<file path="src/rtl/wd_pkg.sv">
`timescale 1ns/1ps
package wd_pkg;
  typedef enum logic {
    WD_HOLD = 1'b0,
    WD_RUN  = 1'b1
  } wd_state_e;
endpackage

</file>
<file path="src/rtl/wd_strobe_sync.sv">
`timescale 1ns/1ps
module wd_strobe_sync #(
  parameter int SYNC_STAGES = 2
) (
  input  logic clk,
  input  logic rst_n,
  input  logic strobe_i,
  output logic fall_o
);
  localparam int TOP = SYNC_STAGES;

  logic [TOP:0] sh_q;
  logic [TOP:0] sh_d;

  always_comb begin
    sh_d = {sh_q[TOP-1:0], strobe_i};
  end

  always_ff @(posedge clk or negedge rst_n) begin
    if (!rst_n) sh_q <= '0;
    else        sh_q <= sh_d;
  end

  // Oldest synchronized sample high, next one low: one falling edge.
  assign fall_o = sh_q[TOP] & ~sh_q[TOP-1];

  // one falling edge is reported for exactly one cycle.
  p_fall_single_r4: assert property (@(posedge clk) disable iff (!rst_n)
    fall_o |=> !fall_o);
endmodule

</file>
<file path="src/rtl/wd_ms_prescale.sv">
`timescale 1ns/1ps
module wd_ms_prescale #(
  parameter int CYC_PER_MS = 100000
) (
  input  logic clk,
  input  logic rst_n,
  input  logic clr_i,
  output logic tick_o
);
  localparam int CW = (CYC_PER_MS > 2) ? $clog2(CYC_PER_MS) : 1;
  localparam logic [CW-1:0] LAST = CW'(CYC_PER_MS - 1);

  logic [CW-1:0] cnt_q;
  logic [CW-1:0] cnt_d;

  assign tick_o = (cnt_q == LAST);

  always_comb begin
    if (clr_i || tick_o) cnt_d = '0;
    else                 cnt_d = cnt_q + 1'b1;
  end

  always_ff @(posedge clk or negedge rst_n) begin
    if (!rst_n) cnt_q <= '0;
    else        cnt_q <= cnt_d;
  end

  // every millisecond tick is followed by a fresh prescale count.
  p_tick_wrap_r3: assert property (@(posedge clk) disable iff (!rst_n)
    tick_o |=> (cnt_q == '0));
endmodule

</file>
<file path="src/rtl/wd_ctrl.sv">
`timescale 1ns/1ps
module wd_ctrl
  import wd_pkg::*;
#(
  parameter int SHORT_MS = 150,
  parameter int MID_MS   = 610,
  parameter int LONG_MS  = 1200,
  parameter int HOLD_MS  = 250
) (
  input  logic       clk,
  input  logic       rst_n,
  input  logic [1:0] sel_i,
  input  logic       supply_ok_i,
  input  logic       fall_i,
  input  logic       tick_i,
  output logic       clr_o,
  output logic       rst_o,
  output logic       rst_n_o
);
  localparam int MAX_MS = (LONG_MS > HOLD_MS) ? LONG_MS : HOLD_MS;
  localparam int MW     = $clog2(MAX_MS + 1);
  localparam logic [MW-1:0] HOLD_END = MW'(HOLD_MS - 1);

  wd_state_e     state_q, state_d;
  logic [MW-1:0] ms_q, ms_d, lim_end;
  logic          ms_en;

  // Select decode: 00 shortest, 01 middle, 1x longest.
  always_comb begin
    case (sel_i)
      2'b00:   lim_end = MW'(SHORT_MS - 1);
      2'b01:   lim_end = MW'(MID_MS - 1);
      default: lim_end = MW'(LONG_MS - 1);
    endcase
  end

  always_comb begin
    state_d = state_q;
    ms_d    = ms_q;
    clr_o   = 1'b0;
    if (!supply_ok_i) begin
      state_d = WD_HOLD;
      ms_d    = '0;
      clr_o   = 1'b1;
    end else if (state_q == WD_HOLD) begin
      if (tick_i) begin
        if (ms_q >= HOLD_END) begin
          state_d = WD_RUN;
          ms_d    = '0;
          clr_o   = 1'b1;
        end else begin
          ms_d = ms_q + 1'b1;
        end
      end
    end else begin
      if (fall_i) begin
        ms_d  = '0;
        clr_o = 1'b1;
      end else if (tick_i) begin
        if (ms_q >= lim_end) begin
          state_d = WD_HOLD;
          ms_d    = '0;
          clr_o   = 1'b1;
        end else begin
          ms_d = ms_q + 1'b1;
        end
      end
    end
  end

  assign ms_en = tick_i | clr_o;

  always_ff @(posedge clk or negedge rst_n) begin
    if (!rst_n) begin
      state_q <= WD_HOLD;
      ms_q    <= '0;
      rst_o   <= 1'b1;
      rst_n_o <= 1'b0;
    end else begin
      state_q <= state_d;
      if (ms_en) ms_q <= ms_d;
      rst_o   <= (state_d == WD_HOLD);
      rst_n_o <= (state_d != WD_HOLD);
    end
  end

  // reset only releases once the full hold count has been reached.
  p_hold_min_r2: assert property (@(posedge clk) disable iff (!rst_n)
    $fell(rst_o) |-> ($past(ms_q) == HOLD_END && $past(state_q) == WD_HOLD));

  // a timeout only fires once the selected window is used up.
  p_timeout_r3: assert property (@(posedge clk) disable iff (!rst_n)
    ($rose(rst_o) && $past(supply_ok_i)) |-> ($past(ms_q) >= $past(lim_end)));

  // a strobe edge while running clears the count and keeps reset off.
  p_restart_r4: assert property (@(posedge clk) disable iff (!rst_n)
    (state_q == WD_RUN && supply_ok_i && fall_i) |=> (ms_q == '0 && !rst_o));

  // a strobe edge during the hold leaves the hold count untouched.
  p_hold_ignore_r6: assert property (@(posedge clk) disable iff (!rst_n)
    (state_q == WD_HOLD && supply_ok_i && fall_i && !tick_i) |=> (ms_q == $past(ms_q)));

  // a supply fault asserts reset and parks the count at zero.
  p_supply_r7: assert property (@(posedge clk) disable iff (!rst_n)
    !supply_ok_i |=> (rst_o && ms_q == '0));
endmodule

</file>
<file path="src/rtl/wdog_supervisor.sv">
`timescale 1ns/1ps
module wdog_supervisor #(
  parameter int CYC_PER_MS = 100000,
  parameter int SHORT_MS   = 150,
  parameter int MID_MS     = 610,
  parameter int LONG_MS    = 1200,
  parameter int HOLD_MS    = 250
) (
  input  logic       clk,
  input  logic       rst_n,
  input  logic [1:0] period_sel,
  input  logic       strobe,
  input  logic       supply_ok,
  output logic       sys_rst,
  output logic       sys_rst_n
);
  logic [1:0] rsync_q;
  logic       rst_int_n;
  logic       fall;
  logic       tick;
  logic       clr;

  // Asynchronous assertion, synchronous release of the internal reset.
  always_ff @(posedge clk or negedge rst_n) begin
    if (!rst_n) rsync_q <= '0;
    else        rsync_q <= {rsync_q[0], 1'b1};
  end
  assign rst_int_n = rsync_q[1];

  wd_strobe_sync #(.SYNC_STAGES(2)) u_sync (
    .clk      (clk),
    .rst_n    (rst_int_n),
    .strobe_i (strobe),
    .fall_o   (fall)
  );

  wd_ms_prescale #(.CYC_PER_MS(CYC_PER_MS)) u_pre (
    .clk    (clk),
    .rst_n  (rst_int_n),
    .clr_i  (clr),
    .tick_o (tick)
  );

  wd_ctrl #(
    .SHORT_MS (SHORT_MS),
    .MID_MS   (MID_MS),
    .LONG_MS  (LONG_MS),
    .HOLD_MS  (HOLD_MS)
  ) u_ctrl (
    .clk         (clk),
    .rst_n       (rst_int_n),
    .sel_i       (period_sel),
    .supply_ok_i (supply_ok),
    .fall_i      (fall),
    .tick_i      (tick),
    .clr_o       (clr),
    .rst_o       (sys_rst),
    .rst_n_o     (sys_rst_n)
  );

  // the two reset outputs never agree.
  p_outputs_r9: assert property (@(posedge clk) disable iff (!rst_n)
    sys_rst != sys_rst_n);
endmodule

</file>
<file path="config.mk">
export PLATFORM = sky130hd
export DESIGN_NAME = wdog_supervisor
export DESIGN_NICKNAME = d
export VERILOG_FILES = /design/src/rtl/wd_pkg.sv /design/src/rtl/wd_strobe_sync.sv /design/src/rtl/wd_ms_prescale.sv /design/src/rtl/wd_ctrl.sv /design/src/rtl/wdog_supervisor.sv
export SDC_FILE = /design/constraint.sdc
export NUM_CORES = 1
export LEC_CHECK = 0
export BUFFER_PORTS_ARGS = -buffer_cell sky130_fd_sc_hd__clkbuf_2
export CORE_MARGIN = 4
export CORE_UTILIZATION = 46
export CTS_CLUSTER_DIAMETER = 120
export DETAILED_ROUTE_END_ITERATION = 6
export PLACE_DENSITY = 0.6
export SYNTH_ARGS = -nofsm -noshare
export SYNTH_HDL_FRONTEND = slang
export SYNTH_SLANG_ARGS = --single-unit
</file>
<file path="constraint.sdc">
create_clock -name clk -period 3.4 [get_ports clk]
set_clock_uncertainty 0.2 [all_clocks]
set_input_delay 0.17 -clock clk [delete_from_list [all_inputs] [get_ports clk]]
set_output_delay 0.17 -clock clk [all_outputs]
set_load 0.02 [all_outputs]
</file>
# Word level (Yosys, flattened, before mapping)
# Cells that the tools add are included.
[totals] latchBits=0 regBits=35 ramBits=0 output_inout_bits=2 mem_count=0 mem_bits_ro=0
[op_classes] n_reduce_logical=3 addsub=2 order_cmp=2 n_mux=21 eq_ne=4 multipliers=0 bitwise=4 shift=0 div=0
[op_table] cell="two-way mux 11 bit" count=7
[op_table] cell="one-hot mux 11 bit (2 select lines)" count=1
[op_table] cell="adder 17 x 1 -> 17 bit (second input constant)" count=1
[op_table] cell="== test 17 bit (second input constant)" count=1
[op_table] cell="two-way mux 17 bit" count=1
[op_table] cell="two-way mux 1 bit" count=12
[op_table] cell="adder 11 x 1 -> 11 bit (second input constant)" count=1
[op_table] cell=">= comparator 11 bit" count=1
[op_table] cell=">= comparator 11 x 8 -> 1 bit (second input constant)" count=1
[op_table] cell="inequality test 3 x 1 -> 1 bit (second input constant)" count=2
[op_table] cell="AND reduction 3 bit" count=1
[op_table] cell="== test 2 x 1 -> 1 bit (second input constant)" count=1
[op_table] cell="logical NOT 2 bit" count=1
[op_table] cell="NOT 1 bit" count=2
[op_table] cell="bitwise AND 1 bit" count=1
[op_table] cell="logical OR 1 bit" count=1
[op_table] cell="bitwise OR 1 bit" count=1

# Longest topological paths before layout
# Gate-level depths: netlist of run 1.
[logic_depth] ltp_word=10 mapped_depth=10 mapped_depth_nobuf=9

# Modules after synthesis
# Synthesis of run 1 repeated with hierarchy kept, for this count alone.
[unflattened] hier_cells=194 area_unflattened_um2=1955.6
[modules_own_cells] module="wd_ctrl" area_each_um2=964.7 seq_area_each_um2=326.6 cells_per_inst=100 instances=1
[modules_own_cells] module="wd_ms_prescale" area_each_um2=848.3 seq_area_each_um2=425.4 cells_per_inst=87 instances=1
[modules_own_cells] module="wd_strobe_sync" area_each_um2=88.8 seq_area_each_um2=75.1 cells_per_inst=4 instances=1
[modules_own_cells] module="wdog_supervisor" area_each_um2=53.8 seq_area_each_um2=50.0 cells_per_inst=3 instances=1

# Least setup slack after synthesis of run 1
# Ideal clock, no wire load.
[synth_path] path_type="reg2reg" from="reg u_ctrl.ms_q[2]" to="reg u_ctrl.ms_q[2]" n_path_buf=1 setup_slack_ps=1242 required_ps=3072 arrival_time_ps=1830 path_stages_with_launch=8 path_cell_list="dfrtp_1 > ha_1 > a21oi_1 > a2111oi_2 > a211oi_4 > a31oi_2 > buf_6 > o22ai_1"
[synth_via] elab_chain_len=8 elab_cells_between_ends=19 cone_classes="add/sub: 1; order compare: 2; mux: 14; bitwise: 1; reduce/logical: 1"
[synth_lines] element="start, declared" line_no="wd_ctrl.sv:25" rtl="logic [MW-1:0] ms_q, ms_d, lim_end;"
[synth_lines] element="start signal, assigned" line_no="wd_ctrl.sv:81" rtl="if (ms_en) ms_q <= ms_d;"
[synth_lines] element=">= comparator 11 bit" line_no="wd_ctrl.sv:60" rtl="if (ms_q >= lim_end) begin"
[synth_lines] element="two-way mux 1 bit" line_no="wd_ctrl.sv:60"
[synth_lines] element="two-way mux 1 bit" line_no="wd_ctrl.sv:59" rtl="end else if (tick_i) begin"
[synth_lines] element="two-way mux 1 bit" line_no="wd_ctrl.sv:56" rtl="if (fall_i) begin"
[synth_lines] element="two-way mux 1 bit" line_no="wd_ctrl.sv:45" rtl="end else if (state_q == WD_HOLD) begin"
[synth_lines] element="two-way mux 1 bit" line_no="wd_ctrl.sv:41" rtl="if (!supply_ok_i) begin"
[synth_lines] element="bitwise OR 1 bit" line_no="wd_ctrl.sv:71" rtl="assign ms_en = tick_i | clr_o;"
[synth_lines] element="AND reduction 3 bit (no line)"
# Several ways; a longest one is shown, not always the timed one. The select of a mux whose other input is x is not followed.
# A chain may end at the register's enable or synchronous reset.

# Final worst setup path of run 1
[layout_path] from="reg u_ctrl.ms_q[2]" to="reg u_ctrl.ms_q[10]"
# The elaborated chain is that of the path after synthesis.

==> results.toml, run 1 <==
[setup_path]
cp_slowest_stage_delay_ns = 0.62
start_kind = "flip-flop"
path_class = "flip-flop to flip-flop"
cp-end-kind = "flip-flop"
crit_buf_inv = 0
critPathMaxFanout = 11
cp_data_required_time_ns = 3.34
critical_path.cell_chain = "ha_1 > a21oi_1 > a2111oi_2 > a211oi_4 > a31oi_2 > o22ai_1"
critPathArrivalTime_ns = 2.57
critPathTopFamily = "compound AO/OA/AOI/OAI gates"
rrSetupSlack_ns = 0.77
reg2reg_from = "u_ctrl.ms_q[2]"
cp_slowest_cell = "a31oi_2"
r2r_end = "u_ctrl.ms_q[10]"
crit_start = "u_ctrl.ms_q[2]"
reg2reg_depth = 6

[pwr]
power.density_nw_per_um2 = 356
ir_drop_uv = 334
p_leak_nw = 0.968

[global_route]
grt_antenna_before_repair = 0
grt_pass1_wl_mm = 7.43
first_global_vias = 1544
grt_max_degree = 25
overflow = 0
grt.total_usage_pct = 17.3

[synth]
synthFlopType = "dfrtp_1"
synth-compound-area-share_pct = 14.8
ys_seq_elements = 35
yosys_warnings = 0
synth_edf_count = 0
synth-xor-area-share_pct = 6.34
synth_area_sq_um = 2070
synth_nets = 242
synthMuxAreaShare_pct = 0.543
synth_cell_types = 41
yosysSeqAreaShare_pct = 42.3
synth_top_family_by_area = "simple AND/OR/NAND/NOR gates"
async_reset_ff_share_pct = 100
synth_fa_ha_area_share_pct = 7.24
syn_inst = 224
yosys.area_share.simple_pct = 23.1
syn-mean-instance-area_sq_um = 9.26

[layout]
stdcell_count = 293
final-seq-area_sq_um = 877
multi_input_comb_area_sq_um = 1080
syn_to_final_growth_pct = 10.1
antennaDiodeCount = 0
fillers = 403
final_common_cell = "dfrtp_1"
mostFrequentLayoutCells = "dfrtp_1, nor2_1, nand3_1, inv_1, nand2_1"
drive_gt1_share_pct = 11.2
nets = 258

[die]
die_h_um = 75.1
core_area_sq_um = 4350
rows = 24
start_util_pct = 47.6
die_w_um = 75.1
design.die.area_sq_um = 5650
io_pins = 8

[timing]
setup_viol_count_final = 0
fin_ws_ns = 0.768
max_slew.worst_pin.slew_ns = 0.691
fmax_mhz = 380
setup_tns_ns = 0
fin_hold_ws_ns = 0.0450
worst_slew_margin_rel_pct = 53.7
finalHoldViolCount = 0
period_needed_ns = 2.63
drv_slew = 0
timing.final.crit_share_pct = 77.4
grt_setup_unrepaired = "false"

[route]
dr.first_iter.drc_count = 83
routed_via_density = 5.65
drt_wl_total_mm = 4.29
dr.pass1.iters = 4
drc = 0
ant_nets = 0
num_vias = 1655
post_drt_wl_per_cell_um = 14.6

[placed_design]
place_hpwl_mm = 3.02
place_ws_ns = 0.695
port-buffer-count = 7
place_congestion = 0.815
place_inst = 280

[clock_network]
clkTransAtPathRegs_ns = 0.08
cts_inserted_buffers = 5
root_buffer = "clkbuf_8"
cts_setup_buffers = 0
clock-sinks = 35
clk_latency_ns = 0.29
cts.htree.levels = 2
clock_path_buffers = 2
cts_tree = "done"
cts_resized = 0

[run_status]
status = "finished clean"

[flow_run]
cap_viol_max_count = 0

[hold_path]
hold_path.class = "flip-flop to asynchronous set/reset pin"
-- power breakdown --
part	total, mW	internal (mW)	switching, mW
Combinational	0.0770	0.0281	0.0489
Clock	0.306	0.143	0.163
Sequential	0.430	0.423	0.00628
Total	0.812	0.594	0.219
-- state kept, by name, summed over array words and instances, names as in the netlist --
register and count:
u_ctrl.ms_q 11, u_ctrl.rst_n_o 1, u_ctrl.rst_o 1, u_pre.cnt_q 17, rsync_q 2, u_sync.sh_q 3
-- Yosys cell counts, types with 3 or more instances --
library cell  instances  area, sq um
dfrtp_1              34          851
nor2_1               33          124
nand3_1              17         85.1
inv_1                16         60.1
nand2_1              14         52.6
ha_1                 12          150
a21oi_1              11         55.1
o22ai_1               9         56.3
xor2_1                8         70.1
xnor2_1               7         61.3
and3_1                6         37.5
nor3_1                6         30.0
nand4_1               5         31.3
o32ai_1               5         43.8
buf_6                 3         33.8
o21ai_0               3         15.0
or3_1                 3         18.8
-- worst max-delay path by stage --
stage,end,slack [ns],cells past startpoint
2_1_floorplan,u_ctrl.ms_q[2],1.24,7
3_3_place_gp,u_ctrl.ms_q[10],0.77,9
3_5_place_dp,u_ctrl.ms_q[10],0.70,10
4_1_cts,u_ctrl.ms_q[10],0.76,6
5_1_grt,u_ctrl.ms_q[2],0.62,6
6_report,u_ctrl.ms_q[10],0.77,6
-- worst reg2reg max path: stages (launching register included) --
cell	delay [ns]
dfrtp_1	0.45
ha_1	0.34
a21oi_1	0.08
a2111oi_2	0.47
a211oi_4	0.14
a31oi_2	0.62
o22ai_1	0.19
-- layout make-up --
class	count	share of cell area (%)
Timing Repair Buffer	15	4.71
Clock inverter	3	0.877
Multi-Input combinational cell	166	47.3
Sequential cell	35	38.4
Tap cell	52	2.85
Inverter	17	2.79
Clock buffer	5	3.01
-- cell families (layout without fill, tap and decap cells) --
kind of cell	Yosys count	in the layout
flip-flops	35	35
XOR/XNOR	15	15
buffers and inverters	23	40
adder cells (fa/ha/maj)	12	12
multiplexers	1	1
other	1	1
AND/OR/NAND/NOR	97	97
AO/OA/AOI/OAI	40	40
-- metrics by stage --
stage / instance area (sq um) / power, mW / utilization (%)
6_report: 2280 / 0.812 / 52.4
5_1_grt: 2280 / 0.852 / 52.4
4_1_cts: 2280 / 0.823 / 52.4
3_5_place_dp: 2140 / 0.510 / 49.3
3_3_place_gp: 2140 / 0.510 / 49.3
2_1_floorplan: 2070 / 0.493 / -
-- per-layer routing --
layer	track usage (%)	up-vias	wire length [um]
met4	5.83	0	61
met5	0	-	0
li1	-	828	-
met1	24.1	783	2090
met2	26.5	37	1920
met3	4.01	7	216
-- what timing repair did --
| item | 4_1_cts | 5_1_grt |
|---|---|---|
| endpoints found under the hold margin | 12 | 0 |
| hold buffers | 5 | 0 |
| setup endpoints to repair | 0 | 0 |
(Power assumes the default switching activity.)
==> run 2, diff against run 1 <==
- clock period: 3.4 -> 2.6 ns (I/O delays scaled with it)
==> results.toml, run 2 (synthesis gave the netlist of run 1 again) <==
[timing]
timing.final.crit_share_pct = 89.6
worst_slew_margin_rel_pct = 57.5
fin_hold_ws_ns = 0.0299
setup_viol_count_final = 0
setup_tns_ns = 0
fmax_mhz = 429
finalHoldViolCount = 0
max_slew.worst_pin.slew_ns = 0.632
drv_slew = 0
grt_setup_unrepaired = "false"
period_needed_ns = 2.33

[setup_path]
start_kind = "flip-flop"
cp-end-kind = "flip-flop"
critPathArrivalTime_ns = 2.30
cp_data_required_time_ns = 2.57
critPathMaxFanout = 7
critical_path.cell_chain = "ha_1 > nand2_1 > a2111oi_2 > a211oi_4 > a31oi_2 > buf_4 > o22ai_1"
cp_slowest_cell = "dfrtp_1"
cp_slowest_stage_delay_ns = 0.45
path_class = "flip-flop to flip-flop"

[route]
num_vias = 1672
dr.first_iter.drc_count = 72
dr.pass1.iters = 4
routed_via_density = 5.59
post_drt_wl_per_cell_um = 14.7
ant_nets = 0
drc = 0
drt_wl_total_mm = 4.40

[die]
io_pins = 8
die_h_um = 75.1
die_w_um = 75.1
design.die.area_sq_um = 5650
core_area_sq_um = 4350
rows = 24
start_util_pct = 47.6

[placed_design]
port-buffer-count = 7
place_area_sq_um = 2190
place_hpwl_mm = 3.24
place_inst = 286
place_congestion = 0.867

[layout]
top_regs = "u_pre.cnt_q: 17 flops, u_ctrl.ms_q: 11 flops, u_sync.sh_q: 3 flops"
mostFrequentLayoutCells = "dfrtp_1, nor2_1, nand3_1, inv_1, nand2_1"
final_common_cell = "dfrtp_1"
largest_reg_flops = 17
stdcell_count = 299
drive_gt1_share_pct = 13.4
syn_to_final_growth_pct = 13.9
utilization_pct = 54.2
largest_register = "u_pre.cnt_q"
nets = 264
final_area_sq_um = 2360
antennaDiodeCount = 0

[clock_network]
cts_resized = 0
clkTransAtPathRegs_ns = 0.07
clock_path_buffers = 2
cts_setup_buffers = 0
clock-sinks = 35
cts_inserted_buffers = 5
clk_latency_ns = 0.29
cts.htree.levels = 2
cts_tree = "done"
root_buffer = "clkbuf_8"

[global_route]
overflow = 0
grt_max_degree = 26
grt.total_usage_pct = 18.1
grt_antenna_before_repair = 0
grt_use_met3_pct = 3.60
grt_pass1_wl_mm = 7.65
first_global_vias = 1624
busiest_layer = "met2"
grtUsageMet1_pct = 24.5
use_met2_pct = 28.3

[hold_path]
hold_path.class = "flip-flop to asynchronous set/reset pin"

[pwr]
ir_drop_uv = 496
p_leak_nw = 1.02
power.density_nw_per_um2 = 502

[run_status]
status = "finished clean"

[flow_run]
cap_viol_max_count = 0
run 2: changes by cell type in the layout (fill, tap and decap cells not counted):
| cell | delta |
|---|---|
| inv_6 | +1 |
| bufinv_16 | +1 |
| clkinvlp_4 | -2 |
| clkinv_2 | -1 |
| buf_4 | +6 |
| clkbuf_8 | +1 |
run 2: what timing repair did:
| item | 4_1_cts | 5_1_grt |
|---|---|---|
| hold buffers | 5 | 0 |
| endpoints found under the hold margin | 11 | 0 |
| setup endpoints to repair | 0 | 0 |
run 2: layout make-up:
| class | count | area (sq um) |
|---|---|---|
| fill | 402 | 1990 |
| tap | 52 | 65.1 |
| inverter | 17 | 63.8 |
| sequential | 35 | 877 |
| multi-input combinational | 166 | 1080 |
| clock inverter | 2 | 38.8 |
| timing repair buffer | 21 | 153 |
| clock buffer | 6 | 82.6 |
run 2: power breakdown:
part	total [mW]	switching, mW	internal [mW]
Combinational	0.105	0.0642	0.0406
Sequential	0.562	0.00835	0.554
Clock	0.518	0.203	0.315
Total	1.18	0.275	0.910
run 2: final timing paths:
kind,depth (start not counted),end,from,slack [ns]
setup / recovery,7,u_ctrl.ms_q[2],u_ctrl.ms_q[4],0.27
hold reg to reg,0,u_ctrl.rst_o,rsync_q[1],0.03
hold / removal,0,u_ctrl.rst_o,rsync_q[1],0.03
min in group clk,0,u_sync.sh_q[1],u_sync.sh_q[0],0.15
max in group asynchronous,1,u_ctrl.ms_q[9],rsync_q[1],1.40
setup reg to reg,7,u_ctrl.ms_q[2],u_ctrl.ms_q[4],0.27
run 2: worst max-delay path, delay by kind of cell (launching register included):
family          cells  cell delay [ns]
flops               1             0.45
fa+ha+maj           1             0.33
simple gates        1             0.07
buf+inv             1             0.23
compound gates      4             0.93
run 2: metal layers:
layer	up-vias	part of all wire [%]
li1	837	-
met1	800	47
met2	26	48
met3	9	3.1
met4	0	2.2
met5	-	0
run 2: stage by stage:
step	setup slack [ns]	total power, mW
2_1_floorplan	0.442	0.645
3_3_place_gp	0.273	0.671
3_5_place_dp	0.194	0.672
4_1_cts	0.275	1.21
5_1_grt	0.135	1.24
6_report	0.270	1.18
==> run 3, diff against run 2 <==
--- a/config.mk
+++ b/config.mk
@@ -7,4 +7,5 @@
 export LEC_CHECK = 0
 export BUFFER_PORTS_ARGS = -buffer_cell sky130_fd_sc_hd__clkbuf_2
+export CORE_ASPECT_RATIO = 2
 export CORE_MARGIN = 4
 export CORE_UTILIZATION = 46
==> constraint.sdc (replaced) <==
create_clock -name clk -period 2.6 [get_ports clk]
set_clock_uncertainty 0.2 [all_clocks]
set_input_delay 0.52 -clock clk [delete_from_list [all_inputs] [get_ports clk]]
set_output_delay 0.52 -clock clk [all_outputs]
set_load 0.02 [all_outputs]
==> results.toml, run 3 (synthesis gave the netlist of run 1 again) <==
[run_status]
status = "finished clean"

[die]
die_h_um = 103
io_pins = 8
design.die.area_sq_um = 5710
rows = 34
die_w_um = 55.5
core_area_sq_um = 4340
start_util_pct = 47.8

[clock_network]
cts_tree = "done"
clock-sinks = 35
cts_setup_buffers = 0
clock_path_buffers = 2
cts.htree.levels = 2
cts_inserted_buffers = 5
clkTransAtPathRegs_ns = 0.07
clk_latency_ns = 0.28
root_buffer = "clkbuf_8"

[layout]
final_area_sq_um = 2320
stdcell_count = 299
utilization_pct = 53.6
drive_gt1_share_pct = 14.3
nets = 263
antennaDiodeCount = 0
fillers = 431
largest_register = "u_pre.cnt_q"
multi_input_comb_area_sq_um = 1080
largest_reg_flops = 17
mostFrequentLayoutCells = "dfrtp_1, nor2_1, nand3_1, inv_1, nand2_1"
syn_to_final_growth_pct = 12.1
final_common_cell = "dfrtp_1"
top_regs = "u_pre.cnt_q: 17 flops, u_ctrl.ms_q: 11 flops, u_sync.sh_q: 3 flops"
final-seq-area_sq_um = 877

[timing]
grt_setup_unrepaired = "false"
finalHoldViolCount = 0
fmax_mhz = 423
setup_viol_count_final = 0
period_needed_ns = 2.37
setup_tns_ns = 0
max_slew.worst_pin.slew_ns = 0.527
timing.final.crit_share_pct = 91.0
fin_ws_ns = 0.234
worst_slew_margin_rel_pct = 64.5
drv_slew = 0
fin_hold_ws_ns = 0.0667

[setup_path]
cp_num_cells = 11
cp_data_required_time_ns = 2.56
critPathMaxFanout = 6
critical_path.cell_chain = "clkbuf_2 > inv_1 > nand2_1 > inv_1 > ha_1 > a21oi_1 > a2111oi_2 > a211oi_4 > a31oi_2 > buf_4 > o22ai_1"
start_kind = "primary input"
reg2reg_depth = 6
crit_top_cell = "inv_1"
path_class = "primary input to flip-flop"
cp_slowest_stage_delay_ns = 0.49
cp-end-kind = "flip-flop"
critPathTopFamily = "compound AO/OA/AOI/OAI gates"
crit_start = "period_sel[1]"
rrSetupSlack_ns = 0.33
cp_slowest_cell = "a2111oi_2"
r2r_end = "u_ctrl.ms_q[4]"
critPathArrivalTime_ns = 2.33
crit_buf_inv = 4
reg2reg_from = "u_pre.cnt_q[0]"
critPathCapture = "u_ctrl.ms_q[2]"

[hold_path]
hold_path.class = "flip-flop to asynchronous set/reset pin"

[global_route]
grt_antenna_before_repair = 0
grt_pass1_wl_mm = 8.44
first_global_vias = 1846
grt_max_degree = 34
overflow = 0
grt.total_usage_pct = 19.2

[placed_design]
place_area_sq_um = 2230
place_inst = 291
place_congestion = 0.849
place_hpwl_mm = 3.60
port-buffer-count = 7
place_ws_ns = -0.0695

[pwr]
clkPwrFrac_pct = 37.0
power_switching_share_pct = 24.4
intPower_uw = 803
power_mw = 1.06
p_switching_uw = 260
p_seq_share_pct = 52.8
p_leak_nw = 1.01
power.density_nw_per_um2 = 457
power_frac_comb_pct = 10.2
ir_drop_uv = 430

[route]
dr.pass1.iters = 4
routed_via_density = 5.58
dr.first_iter.drc_count = 37
drt_wl_total_mm = 4.71
num_vias = 1667
post_drt_wl_per_cell_um = 15.8
ant_nets = 0
drc = 0

[flow_run]
cap_viol_max_count = 0
[run 3: layer usage]
metal	vias up	share of wire [%]	track usage, %
met5	-	0	0
met4	0	4.4	11.8
met3	15	1.7	2.88
met2	28	57	35.8
met1	796	37	19.9
li1	828	-	-
[run 3: worst min path at each step]
stage,start,endpoint,slack [ns]
6_report,rsync_q[1],u_ctrl.rst_n_o,0.07
3_3_place_gp,rsync_q[1],u_ctrl.rst_n_o,0.08
3_5_place_dp,rsync_q[1],u_sync.sh_q[0],0.08
2_1_floorplan,rst_n,rsync_q[0],0.02
4_1_cts,rsync_q[1],u_sync.sh_q[0],0.09
5_1_grt,rsync_q[1],u_sync.sh_q[0],0.12
[run 3: timing repair]
item,in CTS,in global routing
endpoints found under the hold margin,2,0
endpoints found under the setup margin,0,0
resized for setup,0,0
hold buffers,1,0
[run 3: layout make-up]
| cell class | instances | share of cell area, % |
|---|---|---|
| Multi-Input combinational cell | 166 | 46.5 |
| Sequential cell | 35 | 37.7 |
| Timing Repair Buffer | 20 | 6.35 |
| Clock buffer | 6 | 3.55 |
| Tap cell | 54 | 2.91 |
| Inverter | 17 | 2.74 |
| Clock inverter | 1 | 0.215 |
[run 3: power by group through the flow]
stage	clock network [mW]	registers, mW	logic, mW
floorplan	0	0.577	0.0683
global placement	0	0.571	0.106
detailed placement	0	0.572	0.108
CTS	0.411	0.561	0.109
global route	0.427	0.563	0.121
finish	0.393	0.561	0.108
